## src/rtl/phy_cr_pkg.sv

```systemverilog
package phy_cr_pkg;

  // Strobe index; the order matches the control-word bit order 16..19.
  typedef enum logic [1:0] {
    PH_ADDR   = 2'd0,
    PH_DATA   = 2'd1,
    PH_COMMIT = 2'd2,
    PH_READ   = 2'd3
  } phase_e;

  typedef enum logic [1:0] {
    ST_IDLE,
    ST_SETUP,
    ST_WAIT_HI,
    ST_WAIT_LO
  } step_e;

  function automatic phase_e next_phase(input phase_e cur, input logic is_wr);
    case (cur)
      PH_ADDR: next_phase = is_wr ? PH_DATA : PH_READ;
      PH_DATA: next_phase = PH_COMMIT;
      default: next_phase = cur;
    endcase
  endfunction

  function automatic logic is_last_phase(input phase_e p);
    is_last_phase = (p == PH_COMMIT) || (p == PH_READ);
  endfunction

  // Data bit 0 on commit resets the PHY, which then cannot acknowledge.
  function automatic logic commit_skips_ack(input logic data_lsb);
    commit_skips_ack = data_lsb;
  endfunction

endpackage

```

## src/rtl/phy_cr_poll.sv

```systemverilog
module phy_cr_poll #(
  parameter int MAX_POLLS = 10,
  parameter int POLL_GAP  = 25000
) (
  input  logic clk,
  input  logic rst_n,
  input  logic waiting,
  input  logic level_ok,
  output logic poll_hit,
  output logic poll_expire
);
  localparam int PW = $clog2(MAX_POLLS + 1);
  localparam int GW = $clog2(POLL_GAP + 2);

  logic [PW-1:0] poll_cnt;
  logic [GW-1:0] gap_cnt;
  logic          poll_now;

  assign poll_now    = waiting && (gap_cnt == '0);
  assign poll_hit    = poll_now && level_ok;
  assign poll_expire = poll_now && !level_ok && (poll_cnt == PW'(MAX_POLLS - 1));

  always_ff @(posedge clk or negedge rst_n) begin
    if (!rst_n) begin
      poll_cnt <= '0;
      gap_cnt  <= '0;
    end else if (!waiting || poll_hit || poll_expire) begin
      poll_cnt <= '0;
      gap_cnt  <= '0;
    end else if (gap_cnt != '0) begin
      gap_cnt <= gap_cnt - 1'b1;
    end else begin
      poll_cnt <= poll_cnt + 1'b1;
      gap_cnt  <= GW'(POLL_GAP);
    end
  end
endmodule

```

## src/rtl/phy_cr_seq.sv

```systemverilog
module phy_cr_seq
  import phy_cr_pkg::*;
#(
  parameter int DW = 16
) (
  input  logic          clk,
  input  logic          rst_n,
  input  logic          cmd_valid,
  input  logic          cmd_write,
  input  logic [DW-1:0] cmd_addr,
  input  logic [DW-1:0] cmd_wdata,
  input  logic          ack,
  input  logic [DW-1:0] dout,
  input  logic          poll_hit,
  input  logic          poll_expire,
  output logic          waiting,
  output logic          level_ok,
  output logic [3:0]    stb,
  output logic [DW-1:0] din,
  output logic          busy,
  output logic          done,
  output logic          err,
  output logic [DW-1:0] rdata
);
  step_e         step;
  phase_e        phase;
  logic          is_wr;
  logic [DW-1:0] wdata_q;

  assign waiting  = (step == ST_WAIT_HI) || (step == ST_WAIT_LO);
  assign level_ok = (step == ST_WAIT_HI) ? ack : !ack;

  always_ff @(posedge clk or negedge rst_n) begin
    if (!rst_n) begin
      step    <= ST_IDLE;
      phase   <= PH_ADDR;
      is_wr   <= 1'b0;
      wdata_q <= '0;
      stb     <= '0;
      din     <= '0;
      busy    <= 1'b0;
      done    <= 1'b0;
      err     <= 1'b0;
      rdata   <= '0;
    end else begin
      done <= 1'b0;
      err  <= 1'b0;
      case (step)
        ST_IDLE: if (cmd_valid) begin
          is_wr   <= cmd_write;
          wdata_q <= cmd_wdata;
          din     <= cmd_addr;
          stb     <= '0;
          phase   <= PH_ADDR;
          busy    <= 1'b1;
          step    <= ST_SETUP;
        end
        ST_SETUP: begin
          stb[phase] <= 1'b1;
          if (phase == PH_COMMIT && commit_skips_ack(wdata_q[0])) begin
            done <= 1'b1;
            busy <= 1'b0;
            step <= ST_IDLE;
          end else begin
            step <= ST_WAIT_HI;
          end
        end
        ST_WAIT_HI: begin
          if (poll_hit) begin
            stb <= '0;
            if (phase == PH_READ) rdata <= dout;
            step <= ST_WAIT_LO;
          end else if (poll_expire) begin
            stb  <= '0;
            done <= 1'b1;
            err  <= 1'b1;
            busy <= 1'b0;
            step <= ST_IDLE;
          end
        end
        ST_WAIT_LO: begin
          if (poll_hit) begin
            if (is_last_phase(phase)) begin
              done <= 1'b1;
              busy <= 1'b0;
              step <= ST_IDLE;
            end else begin
              phase <= next_phase(phase, is_wr);
              if (phase == PH_ADDR && is_wr) din <= wdata_q;
              step <= ST_SETUP;
            end
          end else if (poll_expire) begin
            stb  <= '0;
            done <= 1'b1;
            err  <= 1'b1;
            busy <= 1'b0;
            step <= ST_IDLE;
          end
        end
        default: step <= ST_IDLE;
      endcase
    end
  end
endmodule

```

## src/rtl/phy_cr_master.sv

```systemverilog
module phy_cr_master #(
  parameter int DW        = 16,
  parameter int MAX_POLLS = 10,
  parameter int POLL_GAP  = 25000
) (
  input  logic          clk,
  input  logic          rst_n,
  input  logic          cmd_valid,
  input  logic          cmd_write,
  input  logic [DW-1:0] cmd_addr,
  input  logic [DW-1:0] cmd_wdata,
  output logic          busy,
  output logic          done,
  output logic          err,
  output logic [DW-1:0] rdata,
  output logic [DW-1:0] cr_din,
  output logic          cr_cap_addr,
  output logic          cr_cap_data,
  output logic          cr_write,
  output logic          cr_read,
  input  logic          cr_ack,
  input  logic [DW-1:0] cr_dout
);
  logic       waiting;
  logic       level_ok;
  logic       poll_hit;
  logic       poll_expire;
  logic [3:0] stb;

  phy_cr_seq #(.DW(DW)) u_seq (
    .clk(clk), .rst_n(rst_n),
    .cmd_valid(cmd_valid), .cmd_write(cmd_write),
    .cmd_addr(cmd_addr), .cmd_wdata(cmd_wdata),
    .ack(cr_ack), .dout(cr_dout),
    .poll_hit(poll_hit), .poll_expire(poll_expire),
    .waiting(waiting), .level_ok(level_ok),
    .stb(stb), .din(cr_din),
    .busy(busy), .done(done), .err(err), .rdata(rdata)
  );

  phy_cr_poll #(.MAX_POLLS(MAX_POLLS), .POLL_GAP(POLL_GAP)) u_poll (
    .clk(clk), .rst_n(rst_n),
    .waiting(waiting), .level_ok(level_ok),
    .poll_hit(poll_hit), .poll_expire(poll_expire)
  );

  assign cr_cap_addr = stb[0];
  assign cr_cap_data = stb[1];
  assign cr_write    = stb[2];
  assign cr_read     = stb[3];
endmodule

```

## config.mk

```make
export PLATFORM = sky130hd
export DESIGN_NAME = phy_cr_master
export DESIGN_NICKNAME = d
export VERILOG_FILES = /design/src/rtl/phy_cr_pkg.sv /design/src/rtl/phy_cr_poll.sv /design/src/rtl/phy_cr_seq.sv /design/src/rtl/phy_cr_master.sv
export SDC_FILE = /design/constraint.sdc
export NUM_CORES = 1
export LEC_CHECK = 0
export CAP_MARGIN = 20
export CORE_UTILIZATION = 30
export CTS_BUF_LIST = sky130_fd_sc_hd__clkbuf_16
export DETAILED_ROUTE_END_ITERATION = 16
export DONT_BUFFER_PORTS = 1
export PLACE_DENSITY = 0.44
export RECOVER_POWER = 100
export SKIP_LAST_GASP = 1
export SLEW_MARGIN = 15
export SYNTH_ARGS = -nofsm -noshare
export SYNTH_HDL_FRONTEND = slang
export SYNTH_SLANG_ARGS = --single-unit
export TNS_END_PERCENT = 30
```

## constraint.sdc

```tcl
create_clock -name clk -period 2.64 [get_ports clk]
set_clock_uncertainty 0.05 [all_clocks]
set_input_delay 0.528 -clock clk [delete_from_list [all_inputs] [get_ports clk]]
set_output_delay 0.528 -clock clk [all_outputs]
set_load 0.1 [all_outputs]
```

[Word level (Yosys, flattened, before mapping)]
Cells that the tools add are included.
Storage, ports and cells
  flip-flop bits (word level): 79
  output and inout port bits: 39
  word-level logic and storage cells: 104
Operators by class
  $add $sub $neg: 2
  magnitude comparators: 2
  equality and inequality tests: 17
  mux-type cells: 44
  bitwise operators: 1
  reductions and logical operators: 26
Operator list (number)
  $mux W16: 4
  $pmux W16 S2: 1
  $mux W15: 2
  $mux W4: 6
  $mux W2: 9
  $pmux W4 S4: 1
  $logic_not A15 Y1: 1
  $mux W1: 15
  $reduce_bool A15 Y1: 1
  $sub A15 B1 Y15 const B: 1
  $ne A2 B2 Y1 const B: 5
  $reduce_and A5 Y1: 2
  $eq A2 B2 Y1 const B: 4
  $pmux W2 S2: 2
  $pmux W2 S4: 1
  $logic_and A1 B1 Y1: 7
  $ne A2 B1 Y1 const B: 3
  $ne A3 B3 Y1 const B: 2
  $add A4 B1 Y4 const B: 1
  $eq A2 B1 Y1 const B: 2
  $eq A4 B4 Y1 const B: 1
  $logic_not A2 Y1: 2
  $logic_or A1 B1 Y1: 4
  $or A4 B4 Y4: 1
  11 further kinds: 14

[Logic depth before layout (Yosys ltp)]
Gate-level depths: netlist of the first run.
  depth after elaboration: 8
  mapped depth: 8
  mapped depth without buffers: 6

[Cells and area by module]
From an unflattened synthesis of the first run, not the netlist that was laid out.
Unflattened totals
  cell total of the unflattened synthesis: 316
  area total of the unflattened synthesis: 3679.8 um^2
Modules (own cells, without submodules)
  phy_cr_seq: times used 1, cells an instance 208, area an instance 2602.5 um^2, sequential area each 1501.4 um^2
  phy_cr_poll: times used 1, cells an instance 108, area an instance 1077.3 um^2, sequential area each 475.5 um^2

[Worst setup path before layout of the first run]
No wires, ideal clock.
  kind: reg2reg
  start: register u_poll.gap_cnt[0]
  end: register u_seq.din[10]
  library setup time: 0.128 ns
  arrival: 1.963 ns
  required time: 2.462 ns
  slack: 0.499 ns
  cell stages (with the launch flop): 9
  path through: dfrtp_1 -> inv_1 -> ha_1 -> buf_2 -> nor4b_2 -> nand4_1 -> o21ai_4 -> buf_6 -> mux2_1
On the way
  cells in the longest elaborated chain, start to end: 5
RTL lines
  from (decl): RTL line phy_cr_poll.sv:16  | logic [GW-1:0] gap_cnt;
  from (signal assigned): RTL line phy_cr_poll.sv:31  | gap_cnt <= gap_cnt - 1'b1;
  from (signal assigned): RTL line phy_cr_poll.sv:34  | gap_cnt <= GW'(POLL_GAP);
  $logic_not A15 Y1: RTL line phy_cr_poll.sv:19  | assign poll_now = waiting && (gap_cnt == '0);
  $logic_and A1 B1 Y1: RTL line phy_cr_poll.sv:19
  $logic_and A1 B1 Y1: RTL line phy_cr_poll.sv:20  | assign poll_hit = poll_now && level_ok;
  $ne A2 B1 Y1 (no source line)
  $reduce_and A5 Y1 (no source line)
  to (signal assigned): RTL line phy_cr_seq.sv:52  | din <= cmd_addr;
  to (signal assigned): RTL line phy_cr_seq.sv:89  | if (phase == PH_ADDR && is_wr) din <= wdata_q;
  to (decl): RTL line phy_cr_seq.sv:19  | output logic [DW-1:0] din,
Every way passes these cells.
A chain may end at the register's enable or synchronous reset.

[Final worst setup path of the first run]
  start: register u_poll.gap_cnt[0]
  end: register u_poll.poll_cnt[2]
On the way
  cells in the longest elaborated chain, start to end: 6
  elaborated cells between the ends (all ways): 10
  classes of those cells: 1 x eq/ne; 1 x mux; 8 x reduce/logical
RTL lines
  $logic_not A15 Y1: RTL line phy_cr_poll.sv:19
  $logic_and A1 B1 Y1: RTL line phy_cr_poll.sv:19
  $logic_and A1 B1 Y1, on equally long branches: RTL line phy_cr_poll.sv:20, phy_cr_poll.sv:21
  $logic_or A1 B1 Y1 / $logic_and A1 B1 Y1 (equally long branches): RTL line phy_cr_poll.sv:27, phy_cr_poll.sv:21
  $logic_or A1 B1 Y1: RTL line phy_cr_poll.sv:27  | end else if (!waiting || poll_hit || poll_expire) begin
  $ne A2 B1 Y1 (no source line) / $mux W4 (equally long branches)
  to (signal assigned): RTL line phy_cr_poll.sv:33  | poll_cnt <= poll_cnt + 1'b1;
  to (decl): RTL line phy_cr_poll.sv:15  | logic [PW-1:0] poll_cnt;
Several ways; a longest one is shown, not always the timed one.

==> metrics.md, run 1 <==
| Metric | Value |
|---|---|
| Number of global-route vias before repair | 2689 |
| M3 GR Usage | 4.553% |
| Cell taking the most area after synthesis | dfrtp_1 |
| IO buf count | 0 |
| CP top delay family | compound AO/OA/AOI/OAI gates |
| Total number of vias | 2550 |
| Clk slew on worst S/H paths | 0.06 ns |
| Pwr Density | 636.2 nW/µm² |
| # setup viols final | 0 |
| Required @ worst endpoint | 2.82 ns |
| First-pass GRT wire length | 14.02 mm |
| Synth Register Bits | 79 |
| Worst-Skew Late Latency | 0.34 ns |
| Critical Path AT | 2.51 ns |
| Max Slew Vio Count | 80 |
| Number of CTS-inserted buffers | 9 |
| Worst Setup Start Kind | flip-flop |
| Final Hold Viols | 0 |
| DRT antenna net count | 0 |
| Die width | 114.6 µm |
| Area share of the largest cell type after synthesis | 52.01% |
| CTS Sinks | 79 |
| Post-CTS resize count | 0 |
| Final Total Pwr | 2.756 mW |
| Max VDD drop | 300.2 µV |
| Vias per cell | 4.885 |
| Violated checks | max-capacitance violations, max-slew violations |
| Setup WS pre-CTS | 0.4021 ns |
| Slew @ Worst Pin | 1.985 ns |
| GRT overflow | 0 |
| Met1 usage in global routing | 16.90% |
| Nets | 405 |
| Post-synthesis cell type count | 56 |
| Die Height | 114.6 µm |
| Post-synth EDFFs | 0 |
| GR Util met2 | 23.11% |
| Leakage power | 1.956 nW |
| CTS tree | built |
| Synth Cell Area | 3801 µm² |
| Core area | 12160 µm² |
| Total GRT Usage | 14.12% |
| Fillcell total | 1240 |
| Avg Synthesized Cell Area | 10.99 µm² |
| CP endpoint kind | flip-flop |
| Top Ports | 92 |
| Root Driver | clkbuf_16 |
| Setup WS post-layout | 0.3072 ns |
| Status | complete, but fails checks |
| Synth warn | 0 |
| Row cnt | 40 |
| Area Overhead vs Synth | 13.96% |
| Slowest cell on the critical path | or4b_1 |
| Largest net degree at the start of global routing | 80 |
| Initial antenna violation count | 0 |
| Non-filler cells, final | 522 |
| Highest clock rate | 428.7 MHz |
| Synth async-reset ratio | 100.0% |
| Crit-path max cell delay | 0.49 ns |
| CTS Buffer Depth | 2 |
| Placer Congestion | 0.7565 |
| Starting DRT DRC Count | 126 |
| N_diodes | 0 |
| Routed len/inst | 16.38 µm |
| Period utilization | 88.36% |
| Critical-path cell list | inv_1 > ha_1 > or4b_1 > o41ai_1 > buf_4 > o21ai_0 > a22o_1 |
| Area contributors post-synth | dfrtp_1, mux2_2, nand2_1, mux2_1, nor2_1 |
| RSZ-0062 raised after global routing | false |
| Worst Setup Path Type | reg2reg |
| GR peak layer | met2 |
| Top FF cell, synth | dfrtp_1 |
| Synth Net Count | 402 |
| CP Max Fanout | 12 |
| Setup_tns | 0 ns |
| Sequential area share after synthesis | 52.01% |
| Slew Limit Headroom | -32.36% |
| Crit path time final | 2.333 ns |
| Syn Inst Count | 346 |
| Drt drc | 0 |
| Max Cap Violations | 1 |
| Final HPWL DP | 5.830 mm |
| Final WL | 8.550 mm |
| Dpl cells | 505 |
| Drt first pass iters | 4 |
| H-tree depth | 3 |
| Layout cells sized above 1 | 20.34% |
| Worst Hold Class | in2reg |
| Die area | 13130 µm² |
| WP buf/inv | 2 |
| Initial Util | 31.26% |
## sequential cells by signal, indices dropped and copies added (netlist names)
register / cells
u_seq.din: 16
u_seq.phase: 2
u_poll.gap_cnt: 15
u_seq.busy: 1
u_seq.rdata: 16
u_seq.is_wr: 1
u_seq.step: 2
u_seq.stb: 4
u_seq.done: 1
u_seq.err: 1
u_poll.poll_cnt: 4
u_seq.wdata_q: 16
## metrics by stage
| step | util [%] | instance area (µm²) | hold slack, ns |
|---|---|---|---|
| after floorplan | - | 3801 | 0.1824 |
| after global placement | 32.88 | 3999 | 0.1859 |
| after detailed placement | 32.88 | 3999 | 0.1860 |
| after CTS | 36.08 | 4388 | 0.05294 |
| after global routing | 35.62 | 4332 | 0.2316 |
| final | 35.62 | 4332 | 0.2375 |
## cell usage after synthesis (2+ instances only)
cell type / instances
nor4_1: 3
a31oi_1: 3
nand2b_1: 2
buf_1: 3
buf_4: 3
xor2_1: 6
o211ai_1: 4
o2bb2ai_1: 3
mux2_1: 11
clkbuf_1: 10
xnor2_1: 6
or3_1: 3
nand4b_1: 2
dfrtp_1: 79
inv_1: 4
ha_1: 3
o21ai_0: 9
mux2_2: 38
nand2_1: 63
and2_1: 3
a21oi_1: 6
a31o_2: 2
nor3b_1: 2
buf_2: 3
and3b_1: 2
o21a_1: 3
nor2_1: 21
nor2b_1: 4
or4_1: 2
nor3_1: 6
nand4_1: 3
nand3_1: 10
## report_power, final
part | internal [mW] | total (mW) | switching [mW]
sequential | 1.21 | 1.21 | 0.00225
clock | 1.02 | 1.50 | 0.480
combinational | 0.0150 | 0.0464 | 0.0314
total | 2.24 | 2.76 | 0.513
## area by class of cell
cell class / instances / area [µm²] / share of cell area [%]
inverter: 4 / 15.01 / 0.3466
clock buffer: 9 / 225.2 / 5.199
sequential: 79 / 1977 / 45.64
timing repair buffer: 13 / 83.83 / 1.935
tap: 168 / 210.2 / 4.853
clock inverter: 7 / 136.4 / 3.148
multi-input combinational: 242 / 1684 / 38.88
## metal layers
layer,wire length (µm),share of wire [%]
met1,3809,45
met2,4104,48
met3,515,6.0
met4,121,1.4
met5,0,0
## kinds of logic after synthesis
kind of cell / after synthesis / share of synthesized area (%)
buffers and inverters: 25 / 3.094
AOI/OAI and AO/OA: 43 / 8.724
adders and majority gates: 3 / 0.9876
DFF: 79 / 52.01
xor gates and xnor gates: 12 / 2.765
and+or+nand+nor: 135 / 17.91
muxes: 49 / 14.52
## placed cells by master (no fill, tap or decap), types with 3 or more instances in the layout
cell	count
or3_1	3
xnor2_1	6
o21ai_0	9
o21a_1	3
mux2_2	38
ha_1	3
a31oi_1	3
o211ai_1	4
clkbuf_1	3
nor4_1	3
mux2_1	11
nor3_1	6
xor2_1	6
a21oi_1	6
dfrtp_1	79
o2bb2ai_1	3
inv_1	6
buf_4	9
nand4_1	3
nor2_1	21
bufinv_16	4
clkbuf_16	9
nand3_1	10
nor2b_1	4
nand2_1	63
## worst paths after layout
| path | startpoint | end | slack [ns] | cells past startpoint |
|---|---|---|---|---|
| min reg2reg | u_seq.wdata_q[4]$_DFFE_PN0P_ | u_seq.wdata_q[4]$_DFFE_PN0P_ | 0.42 | 2 |
| max reg2reg | u_poll.gap_cnt[0]$_DFF_PN0_ | u_poll.poll_cnt[2]$_DFFE_PN0P_ | 0.31 | 7 |
| max | u_poll.gap_cnt[0]$_DFF_PN0_ | u_poll.poll_cnt[2]$_DFFE_PN0P_ | 0.31 | 7 |
| max in group asynchronous | rst_n | u_poll.gap_cnt[0]$_DFF_PN0_ | 0.66 | 1 |
| min in group asynchronous | rst_n | u_poll.poll_cnt[3]$_DFFE_PN0P_ | 0.70 | 1 |
| min | cr_ack | u_seq.phase[1]$_DFFE_PN0P_ | 0.24 | 1 |
## repair_timing
item                                    in CTS  in global routing
buffers inserted                             0                  0
endpoints found under the hold margin       79                  0
hold buffers                                 1                  0
endpoints found under the setup margin       0                  0
Note: power is estimated with default switching activity, not from simulation.
==> run 2: changes to the inputs <==
RECOVER_POWER = unset   (was 100)
==> metrics.md, run 2 (synthesized netlist as in run 1, its figures left out) <==
| Metric | Value |
|---|---|
| # setup viols final | 0 (unchanged) |
| CTS tree | built |
| CP Max Fanout | 16 (+4) |
| Drt first pass iters | 4 (unchanged) |
| Final HPWL DP | 5.830 mm (unchanged) |
| Layout cells sized above 1 | 21.75% (+1.4 points) |
| Vias per cell | 4.895 (+0.20%) |
| Routed len/inst | 16.31 µm (-0.41%) |
| CTS Sinks | 79 (unchanged) |
| Number of CTS-inserted buffers | 9 (unchanged) |
| Placer Congestion | 0.7565 (unchanged) |
| Nets | 405 (unchanged) |
| Critical Path AT | 2.41 ns (-0.10 ns) |
| Top Registers | u_seq.din (16), u_seq.rdata (16), u_seq.wdata_q (16) |
| Post-CTS Setup Inserts | 0 (unchanged) |
| First-pass GRT wire length | 14.02 mm (unchanged) |
| Core area | 12160 µm² (unchanged) |
| Crit path time final | 2.241 ns (-0.09188 ns) |
| Number of global-route vias before repair | 2689 (unchanged) |
| Pwr Density | 628.9 nW/µm² (-1.1%) |
| Max VDD drop | 300.6 µV (+0.13%) |
| CTS Buffer Depth | 2 (unchanged) |
| Commonest non-fill, non-tap cell in the layout | dfrtp_1 |
| Required @ worst endpoint | 2.80 ns (-0.02 ns) |
| Status | completed |
| GRT overflow | 0 (unchanged) |
| Final WL | 8.515 mm (-0.41%) |
| Worst Setup Path Type | reg2reg |
| Die Height | 114.6 µm (unchanged) |
| Row cnt | 40 (unchanged) |
| Max Cap Violations | 0 (-1) |
| Area Overhead vs Synth | 15.44% |
| Non-filler cells, final | 522 (unchanged) |
| N_diodes | 0 (unchanged) |
| Starting DRT DRC Count | 132 (+4.8%) |
| Max Slew Vio Count | 0 (-100%) |
| Worst Setup Start Kind | flip-flop |
| Initial Util | 31.26% (unchanged) |
| Total number of vias | 2555 (+0.20%) |
| Final Hold Viols | 0 (unchanged) |
| Slew @ Worst Pin | 0.9311 ns (-1.054 ns) |
| DRT antenna net count | 0 (unchanged) |
| H-tree depth | 3 (unchanged) |
| Final worst hold slack | 0.03609 ns (-0.2015 ns) |
| CP endpoint kind | flip-flop |
| Top Ports | 92 (unchanged) |
| Highest clock rate | 446.3 MHz (+4.1%) |
| Commonest non-fill, non-tap cells in the layout | dfrtp_1, nand2_1, mux2_2 |
| IO buf count | 0 (unchanged) |
| Setup_tns | 0 ns (unchanged) |
| Post-CTS resize count | 0 (unchanged) |
| Die area | 13130 µm² (unchanged) |
| Final Total Pwr | 2.760 mW (+0.14%) |
| Root Driver | clkbuf_16 |
| Dpl cells | 505 (unchanged) |
| Period utilization | 84.88% (-3.5 points) |
| Largest net degree at the start of global routing | 80 (unchanged) |
| RSZ-0062 raised after global routing | false |
| Drt drc | 0 (unchanged) |
| Post-layout util | 36.08% (+0.46 points) |
| Slew Limit Headroom | 37.93% (+70 points) |
| Total GRT Usage | 14.12% (unchanged) |
| Initial antenna violation count | 0 (unchanged) |
| Leakage power | 2.012 nW (+2.9%) |
| Worst Hold Class | in2async |
| Clk slew on worst S/H paths | 0.06 ns (about the same) |
| Worst-Skew Late Latency | 0.34 ns (about the same) |
| Die width | 114.6 µm (unchanged) |
run 2: repair_timing:
action,CTS,global route
hold endpoints to repair,79,0
hold buffers,1,0
endpoints found under the setup margin,0,0
run 2: metal layers:
layer / routed length (µm) / share of wire, % / vias up / GRT usage (%)
met5: 0 / 0 / - / 0
met4: 121 / 1.4 / 0 / 6.407
met3: 523 / 6.1 / 6 / 4.553
met1: 3808 / 45 / 1245 / 16.90
li1: - / - / 1227 / -
met2: 4061 / 48 / 77 / 23.11
run 2: where the power goes:
group          total [mW]  internal [mW]  switching, mW
sequential           1.21           1.21        0.00228
clock                1.50           1.02          0.480
combinational      0.0503         0.0189         0.0314
run 2: layout make-up:
type / instances / area (µm²)
Clock inverter: 7 / 136.4
Clock buffer: 9 / 225.2
Timing Repair Buffer: 13 / 117.6
Multi-Input combinational cell: 242 / 1707
Tap cell: 168 / 210.2
Sequential cell: 79 / 1977
Inverter: 4 / 15.01
Fill cell: 1231 / 7774
run 2: path summary, 6_finish.rpt:
path / slack (ns) / start / cells after the start / to
min in group clk: 0.24 / cr_ack / 1 / u_seq.phase[1]$_DFFE_PN0P_
setup / recovery: 0.40 / u_poll.gap_cnt[0]$_DFF_PN0_ / 6 / u_seq.rdata[10]$_DFFE_PN0P_
hold reg to reg: 0.42 / u_seq.wdata_q[4]$_DFFE_PN0P_ / 2 / u_seq.wdata_q[4]$_DFFE_PN0P_
max in group asynchronous: 2.17 / rst_n / 1 / u_poll.gap_cnt[0]$_DFF_PN0_
hold / removal: 0.04 / rst_n / 1 / u_seq.stb[2]$_DFFE_PN0P_
setup reg to reg: 0.40 / u_poll.gap_cnt[0]$_DFF_PN0_ / 6 / u_seq.rdata[10]$_DFFE_PN0P_
run 2: per-stage QoR:
| step | instance area, µm² | worst slack (ns) |
|---|---|---|
| 2_1_floorplan | 3801 | 0.4993 |
| 5_1_grt | 4388 | 0.1754 |
| 6_report | 4388 | 0.3991 |
| 3_5_place_dp | 3999 | 0.4021 |
| 4_1_cts | 4388 | 0.3808 |
| 3_3_place_gp | 3999 | 0.4132 |
run 2: critical path, cell delays in order (launching register included):
cell and delay, ns:
dfrtp_1 0.40, inv_1 0.07, ha_1 0.18, nor4b_2 0.32, nand4_1 0.23, nor2_4 0.48, mux2_2 0.39
